$ cat src/rtl/wdt_guard_pkg.sv
package wdt_guard_pkg;

  typedef enum logic [1:0] {
    WR_IDLE  = 2'd0,
    WR_ARM   = 2'd1,
    WR_TRIG  = 2'd2,
    WR_OTHER = 2'd3
  } wr_kind_e;

  // Classify one control write; arm dominates when both bits are set.
  function automatic wr_kind_e classify_wr(input logic strobe,
                                           input logic arm,
                                           input logic start);
    wr_kind_e k;
    if (!strobe)     k = WR_IDLE;
    else if (arm)    k = WR_ARM;
    else if (start)  k = WR_TRIG;
    else             k = WR_OTHER;
    return k;
  endfunction

endpackage

$ cat src/rtl/wdt_refresh_seq.sv
module wdt_refresh_seq
  import wdt_guard_pkg::*;
(
  input  logic clk,
  input  logic rst_n,
  input  logic wr_en,
  input  logic arm_bit,
  input  logic start_bit,
  input  logic running,
  output logic start_pulse,
  output logic refresh_pulse
);

  wr_kind_e kind;
  logic     armed_q;
  logic     armed_d;

  always_comb begin
    kind          = classify_wr(wr_en, arm_bit, start_bit);
    armed_d       = armed_q;
    if (kind != WR_IDLE) begin
      armed_d = (kind == WR_ARM);
    end
    start_pulse   = (kind == WR_TRIG) && !running;
    refresh_pulse = (kind == WR_TRIG) && running && armed_q;
  end

  always_ff @(posedge clk or negedge rst_n) begin
    if (!rst_n) armed_q <= 1'b0;
    else        armed_q <= armed_d;
  end

  // an arm is consumed by the refresh that uses it
  a_r4_arm_consumed: assert property (@(posedge clk) disable iff (!rst_n)
    refresh_pulse |=> !armed_q);

  // a start write without a pending arm never refreshes
  a_r5_no_refresh_unarmed: assert property (@(posedge clk) disable iff (!rst_n)
    (wr_en && !arm_bit && start_bit && !armed_q) |-> !refresh_pulse);

endmodule

$ cat src/rtl/wdt_counter.sv
module wdt_counter #(
  parameter int unsigned CNT_W    = 16,
  parameter int unsigned TRIP_GAP = 4
) (
  input  logic clk,
  input  logic rst_n,
  input  logic run,
  input  logic tick,
  input  logic clr,
  output logic trip
);

  localparam int unsigned TRIP_INT = (1 << CNT_W) - TRIP_GAP;
  localparam logic [CNT_W-1:0] PRE_TRIP = CNT_W'(TRIP_INT - 1);

  logic [CNT_W-1:0] cnt_q;
  logic [CNT_W-1:0] cnt_d;
  logic             adv;

  always_comb begin
    adv   = run && tick;
    trip  = adv && !clr && (cnt_q == PRE_TRIP);
    cnt_d = cnt_q;
    if (clr || trip) cnt_d = '0;
    else if (adv)    cnt_d = cnt_q + 1'b1;
  end

  always_ff @(posedge clk or negedge rst_n) begin
    if (!rst_n) cnt_q <= '0;
    else        cnt_q <= cnt_d;
  end

  // without a tick or a clear the count holds
  a_r2_hold_without_tick: assert property (@(posedge clk) disable iff (!rst_n)
    (!tick && !clr) |=> $stable(cnt_q));

  // a trip restarts the count from zero
  a_r8_restart_zero: assert property (@(posedge clk) disable iff (!rst_n)
    trip |=> (cnt_q == '0));

  // an idle watchdog holds zero
  a_r1_idle_zero: assert property (@(posedge clk) disable iff (!rst_n)
    (!run && !clr) |=> (cnt_q == '0));

endmodule

$ cat src/rtl/wdt_rst_stretch.sv
module wdt_rst_stretch #(
  parameter int unsigned RST_CYCLES = 4
) (
  input  logic clk,
  input  logic rst_n,
  input  logic trip,
  input  logic tick,
  output logic busy
);

  localparam int unsigned RC_W = $clog2(RST_CYCLES + 1);
  localparam logic [RC_W-1:0] LOAD = RC_W'(RST_CYCLES);

  logic [RC_W-1:0] left_q;
  logic [RC_W-1:0] left_d;

  always_comb begin
    left_d = left_q;
    if (trip)                      left_d = LOAD;
    else if (tick && left_q != '0) left_d = left_q - 1'b1;
    busy = (left_q != '0);
  end

  always_ff @(posedge clk or negedge rst_n) begin
    if (!rst_n) left_q <= '0;
    else        left_q <= left_d;
  end

  // no trip while a pulse is still running
  a_r8_no_retrigger: assert property (@(posedge clk) disable iff (!rst_n)
    trip |-> !busy);

  // the pulse only ends on a machine-cycle tick
  a_r7_end_on_tick: assert property (@(posedge clk) disable iff (!rst_n)
    $fell(busy) |-> $past(tick));

endmodule

$ cat src/rtl/wdt_guard.sv
module wdt_guard
  import wdt_guard_pkg::*;
#(
  parameter int unsigned CNT_W      = 16,
  parameter int unsigned TRIP_GAP   = 4,
  parameter int unsigned RST_CYCLES = 4
) (
  input  logic clk,
  input  logic rst_n,
  input  logic tick_en,
  input  logic wr_strobe,
  input  logic wr_arm,
  input  logic wr_start,
  output logic wdt_rst_o,
  output logic wdt_stat_o
);

  logic run_q;
  logic run_d;
  logic busy;
  logic wr_en;
  logic start_pulse;
  logic refresh_pulse;
  logic clr;
  logic trip;

  always_comb begin
    wr_en = wr_strobe && !busy;
    clr   = start_pulse || refresh_pulse;
    run_d = run_q || start_pulse;
  end

  always_ff @(posedge clk or negedge rst_n) begin
    if (!rst_n) run_q <= 1'b0;
    else        run_q <= run_d;
  end

  wdt_refresh_seq u_seq (
    .clk           (clk),
    .rst_n         (rst_n),
    .wr_en         (wr_en),
    .arm_bit       (wr_arm),
    .start_bit     (wr_start),
    .running       (run_q),
    .start_pulse   (start_pulse),
    .refresh_pulse (refresh_pulse)
  );

  wdt_counter #(
    .CNT_W    (CNT_W),
    .TRIP_GAP (TRIP_GAP)
  ) u_cnt (
    .clk   (clk),
    .rst_n (rst_n),
    .run   (run_q),
    .tick  (tick_en),
    .clr   (clr),
    .trip  (trip)
  );

  wdt_rst_stretch #(
    .RST_CYCLES (RST_CYCLES)
  ) u_str (
    .clk   (clk),
    .rst_n (rst_n),
    .trip  (trip),
    .tick  (tick_en),
    .busy  (busy)
  );

  assign wdt_rst_o  = busy;
  assign wdt_stat_o = run_q;

  // once running, only the external reset stops the watchdog
  a_r6_run_sticky: assert property (@(posedge clk) disable iff (!rst_n)
    run_q |=> run_q);

  // the status bit is set during every watchdog reset
  a_r9_stat_in_pulse: assert property (@(posedge clk) disable iff (!rst_n)
    wdt_rst_o |-> wdt_stat_o);

  // no start or refresh takes effect during the pulse
  a_r10_writes_blocked: assert property (@(posedge clk) disable iff (!rst_n)
    wdt_rst_o |-> !(start_pulse || refresh_pulse));

  // a start write leaves the status bit set
  a_r3_start_sets_stat: assert property (@(posedge clk) disable iff (!rst_n)
    start_pulse |=> wdt_stat_o);

endmodule

$ cat config.mk
export PLATFORM = sky130hd
export DESIGN_NAME = wdt_guard
export DESIGN_NICKNAME = d
export VERILOG_FILES = /design/src/rtl/wdt_guard_pkg.sv /design/src/rtl/wdt_refresh_seq.sv /design/src/rtl/wdt_counter.sv /design/src/rtl/wdt_rst_stretch.sv /design/src/rtl/wdt_guard.sv
export SDC_FILE = /design/constraint.sdc
export NUM_CORES = 1
export LEC_CHECK = 0
export CORE_MARGIN = 2
export CORE_UTILIZATION = 51
export DETAILED_ROUTE_END_ITERATION = 16
export PLACE_DENSITY = 0.73
export SLEW_MARGIN = 20
export SYNTH_ARGS = -nofsm -noshare
export SYNTH_HDL_FRONTEND = slang
export SYNTH_SLANG_ARGS = --single-unit
$ cat constraint.sdc
create_clock -name clk -period 1.8 [get_ports clk]
set_clock_uncertainty 0.05 [all_clocks]
set_input_delay 0.36 -clock clk [delete_from_list [all_inputs] [get_ports clk]]
set_output_delay 0.36 -clock clk [all_outputs]
set_load 0.005 [all_outputs]
==> impl_metrics.csv <==
group,metric,value,unit
worst_setup_path,crit_path_cell_trace,"inv_2, ha_4, nand3b_4, o31a_1, buf_4, or4_4, a21oi_2",
timing,setup_viol,2,
global_route,overflow,0,
worst_setup_path,cp_data_arrival_time,2.05,ns
die,dieWidth,51.2,um
min_path,hp-class,"in2async",
die,num_io_pins,8,
worst_setup_path,r2r_slack,-0.05,ns
yosys,syn_area,1140,um2
die,start_util,52.4,%
worst_setup_path,start_kind,"flop",
final_layout,n_antenna_cell,0,
die,core-area,2170,um2
cts,clock-sinks,21,
power,clkPwrFrac,15.5,%
placed_design,dpl-instance-area,1350,um2
global_route,grt_use_total,21.8,%
power,intPower,0.00103,W
power,p_leak,0.632,nW
worst_setup_path,critical_path_class,"reg2reg",
detailed_routing,drt_pass1_iterations,4,
global_route,grt_pass1_wl,4080,um
detailed_routing,num_vias,977,
timing,maxSlewViolCount,0,
placed_design,dpl.hpwl,1710,um
placed_design,dp_slack,-0.372,ns
final_layout,fin_area,1480,um2
cts,clock-root-buffer,"clkbuf_4",
die,die_area,2620,um2
worst_setup_path,path_max_fanout,7,
timing,rsz0062_at_grt,"true",
placed_design,io_buffers,7,
timing,fin_crit,1.85,ns
power,pwr-share-seq,42.3,%
cts,cts_hold_buf,0,
timing,final_hold_viol_count,0,
worst_setup_path,cp.required,2.01,ns
worst_setup_path,timing.rr.start,"u_str.left_q[0]$_DFFE_PN0P_",
cts,cts_tree,"built",
timing,worstMarginPinSlew,0.364,ns
yosys,syn_nets,124,
worst_setup_path,cp-end-kind,"flop",
yosys,postSynthAreaPerCell,9.89,um2
cts,numCtsBuffers,3,
global_route,antenna_found_initial,0,
power,irDropWorstVdd,0.000932,V
worst_setup_path,critPathMaxStageDelay,0.41,ns
worst_setup_path,reg2regPathDepth,7,
placed_design,dp.cells,161,
timing,clock.fmax,541,MHz
final_layout,finalNonFillerCells,171,
detailed_routing,drt_iter0_markers,10,
yosys,ys_ff_latch,21,
placed_design,gp_congestion,0.805,
outcome,violations,"negative setup slack",
timing,final.setup.tns,-0.0653,ns
yosys,ys_warn_count,0,
detailed_routing,final_antenna_net_count,0,
cts,clock_latency,0.32,ns
final_layout,layout-drive-gt1-share,28.7,%
global_route,grt_max_degree,22,
detailed_routing,drc,0,
yosys,synth_cell_types,30,
power,pwr-share-comb,42.2,%
yosys,ys_seq_area_share,46.2,%
cts,path_clk_slew,0.12,ns
timing,holdWs,0.321,ns
worst_setup_path,slowest_stage,"or4_4",
power,switching_power,0.000521,W
power,power_density,1050,nW/um2
detailed_routing,avgRoutedWirePerCell,14.5,um
yosys,syn_inst,115,
outcome,status,"finished with violations",
final_layout,syn2layout_area_growth,29.7,%
timing,setup_slack,-0.0473,ns
timing,slew_headroom,75.7,%
worst_setup_path,critPathLaunch,"u_str.left_q[0]$_DFFE_PN0P_",
detailed_routing,routed_wl,2470,um
cts,cts_max_level,1,
final_layout,fin_nets,153,
die,die_h,51.2,um
run,maxCapViolations,0,
timing,min_period_over_period,103,%
die,core.rowCount,17,
worst_setup_path,r2r-end,"u_cnt.cnt_q[15]$_DFFE_PN0P_",
detailed_routing,via_per_inst,5.71,
global_route,first_global_vias,936,
power,p_sw_share,33.6,%
cts,clockBufferDepth,2,
-- per-stage QoR --
stage / total power, W / utilization, %
finish: 0.00155 / 68.0
global route: 0.00166 / 68.0
CTS: 0.00155 / 66.7
detailed placement: 0.00125 / 62.3
global placement: 0.00122 / 62.3
floorplan: 0.00101 / -
-- worst max path at each step --
| stage | to | slack (ns) |
|---|---|---|
| floorplan | u_cnt.cnt_q[10]$_DFFE_PN0P_ | 0.01 |
| global placement | u_cnt.cnt_q[15]$_DFFE_PN0P_ | -0.32 |
| detailed placement | u_cnt.cnt_q[15]$_DFFE_PN0P_ | -0.37 |
| CTS | u_cnt.cnt_q[12]$_DFFE_PN0P_ | -0.02 |
| global route | u_cnt.cnt_q[15]$_DFFE_PN0P_ | -0.12 |
| finish | u_cnt.cnt_q[15]$_DFFE_PN0P_ | -0.05 |
-- critical path, delay by kind of cell, from the launching register on --
| kind | cells | cell delay (ns) |
|---|---|---|
| and+or+nand+nor | 2 | 0.49 |
| AOI/OAI and AO/OA | 2 | 0.47 |
| DFF | 1 | 0.39 |
| buffers and inverters | 2 | 0.24 |
| adders and majority gates | 1 | 0.15 |
-- flip-flops by register name, indices dropped and copies added, names as in the netlist --
name	cells
u_cnt.cnt_q	16
u_seq.armed_q	1
u_str.left_q	3
wdt_stat_o	1
-- layout make-up --
| cell class | count | area (um2) |
|---|---|---|
| Sequential cell | 21 | 526 |
| Timing Repair Buffer | 27 | 235 |
| Tap cell | 28 | 35.0 |
| Fill cell | 184 | 694 |
| Clock inverter | 1 | 5.00 |
| Clock buffer | 3 | 22.5 |
| Multi-Input combinational cell | 88 | 641 |
| Inverter | 3 | 11.3 |
-- synth_stat cells --
| cell type | instances | area [um2] |
|---|---|---|
| nand3_1 | 6 | 30.0 |
| ha_1 | 3 | 37.5 |
| inv_1 | 3 | 11.3 |
| a21oi_1 | 8 | 40.0 |
| o31ai_1 | 6 | 45.0 |
| nand4_1 | 6 | 37.5 |
| o31a_1 | 1 | 8.76 |
| nor3_1 | 1 | 5.00 |
| dfrtp_1 | 21 | 526 |
| buf_6 | 1 | 11.3 |
| o21bai_1 | 1 | 7.51 |
| xnor2_1 | 2 | 17.5 |
| o21ai_0 | 1 | 5.00 |
| nor2_1 | 11 | 41.3 |
| or2_2 | 1 | 6.26 |
| a31oi_1 | 2 | 12.5 |
| or3_1 | 3 | 18.8 |
| and3b_1 | 1 | 8.76 |
| buf_2 | 2 | 10.0 |
| and3_1 | 2 | 12.5 |
| xor2_1 | 7 | 61.3 |
| o21ai_2 | 1 | 8.76 |
| nand4b_1 | 1 | 8.76 |
| or4_1 | 6 | 45.0 |
| nand3b_4 | 1 | 20.0 |
| nand2b_1 | 2 | 12.5 |
| nand2_1 | 9 | 33.8 |
| nor2b_1 | 1 | 6.26 |
| and4_1 | 3 | 26.3 |
| mux2_2 | 2 | 22.5 |
-- cell usage in the layout (no fill, tap or decap), types with 2 or more instances in the layout --
cell / n
nand4_1: 6
a21oi_1: 5
xor2_1: 7
and3_1: 2
inv_2: 2
ha_1: 2
nand2b_1: 2
and4_1: 3
nand2_1: 9
clkdlybuf4s50_1: 6
clkbuf_4: 3
o31ai_2: 4
mux2_2: 2
xnor2_1: 2
nor2_1: 11
or4_1: 5
buf_4: 18
nand3_1: 6
a21oi_2: 3
or3_1: 3
dfrtp_1: 21
a31oi_1: 2
-- cells by family after synthesis --
logic type      count (synthesis)  synth area share, %
buf+inv                         6                 2.86
fa+ha+maj                       3                 3.30
simple gates                   54                 27.5
compound gates                 20                 11.2
xor+xnor                        9                 6.93
flops                          21                 46.2
mux                             2                 1.98
-- power groups by stage --
stage,Clock (W),Sequential (W),Combinational (W)
final,0.000240,0.000656,0.000654
after global routing,0.000260,0.000670,0.000735
after CTS,0.000243,0.000655,0.000653
after detailed placement,0,0.000664,0.000581
after global placement,0,0.000660,0.000555
after floorplan,0,0.000668,0.000341
-- per-layer routing --
metal	GRT usage, %	routed length [um]
met1	26.0	1070
met2	37.4	1290
met3	3.80	58
met4	11.4	61
met5	0	0
-- what timing repair did --
item,in CTS,in global routing
setup buffers,5,1
endpoints found under the setup margin,7,8
pin swaps,11,3
gates resized for setup,8,6
No activity file was read; power rests on OpenSTA's default activity.
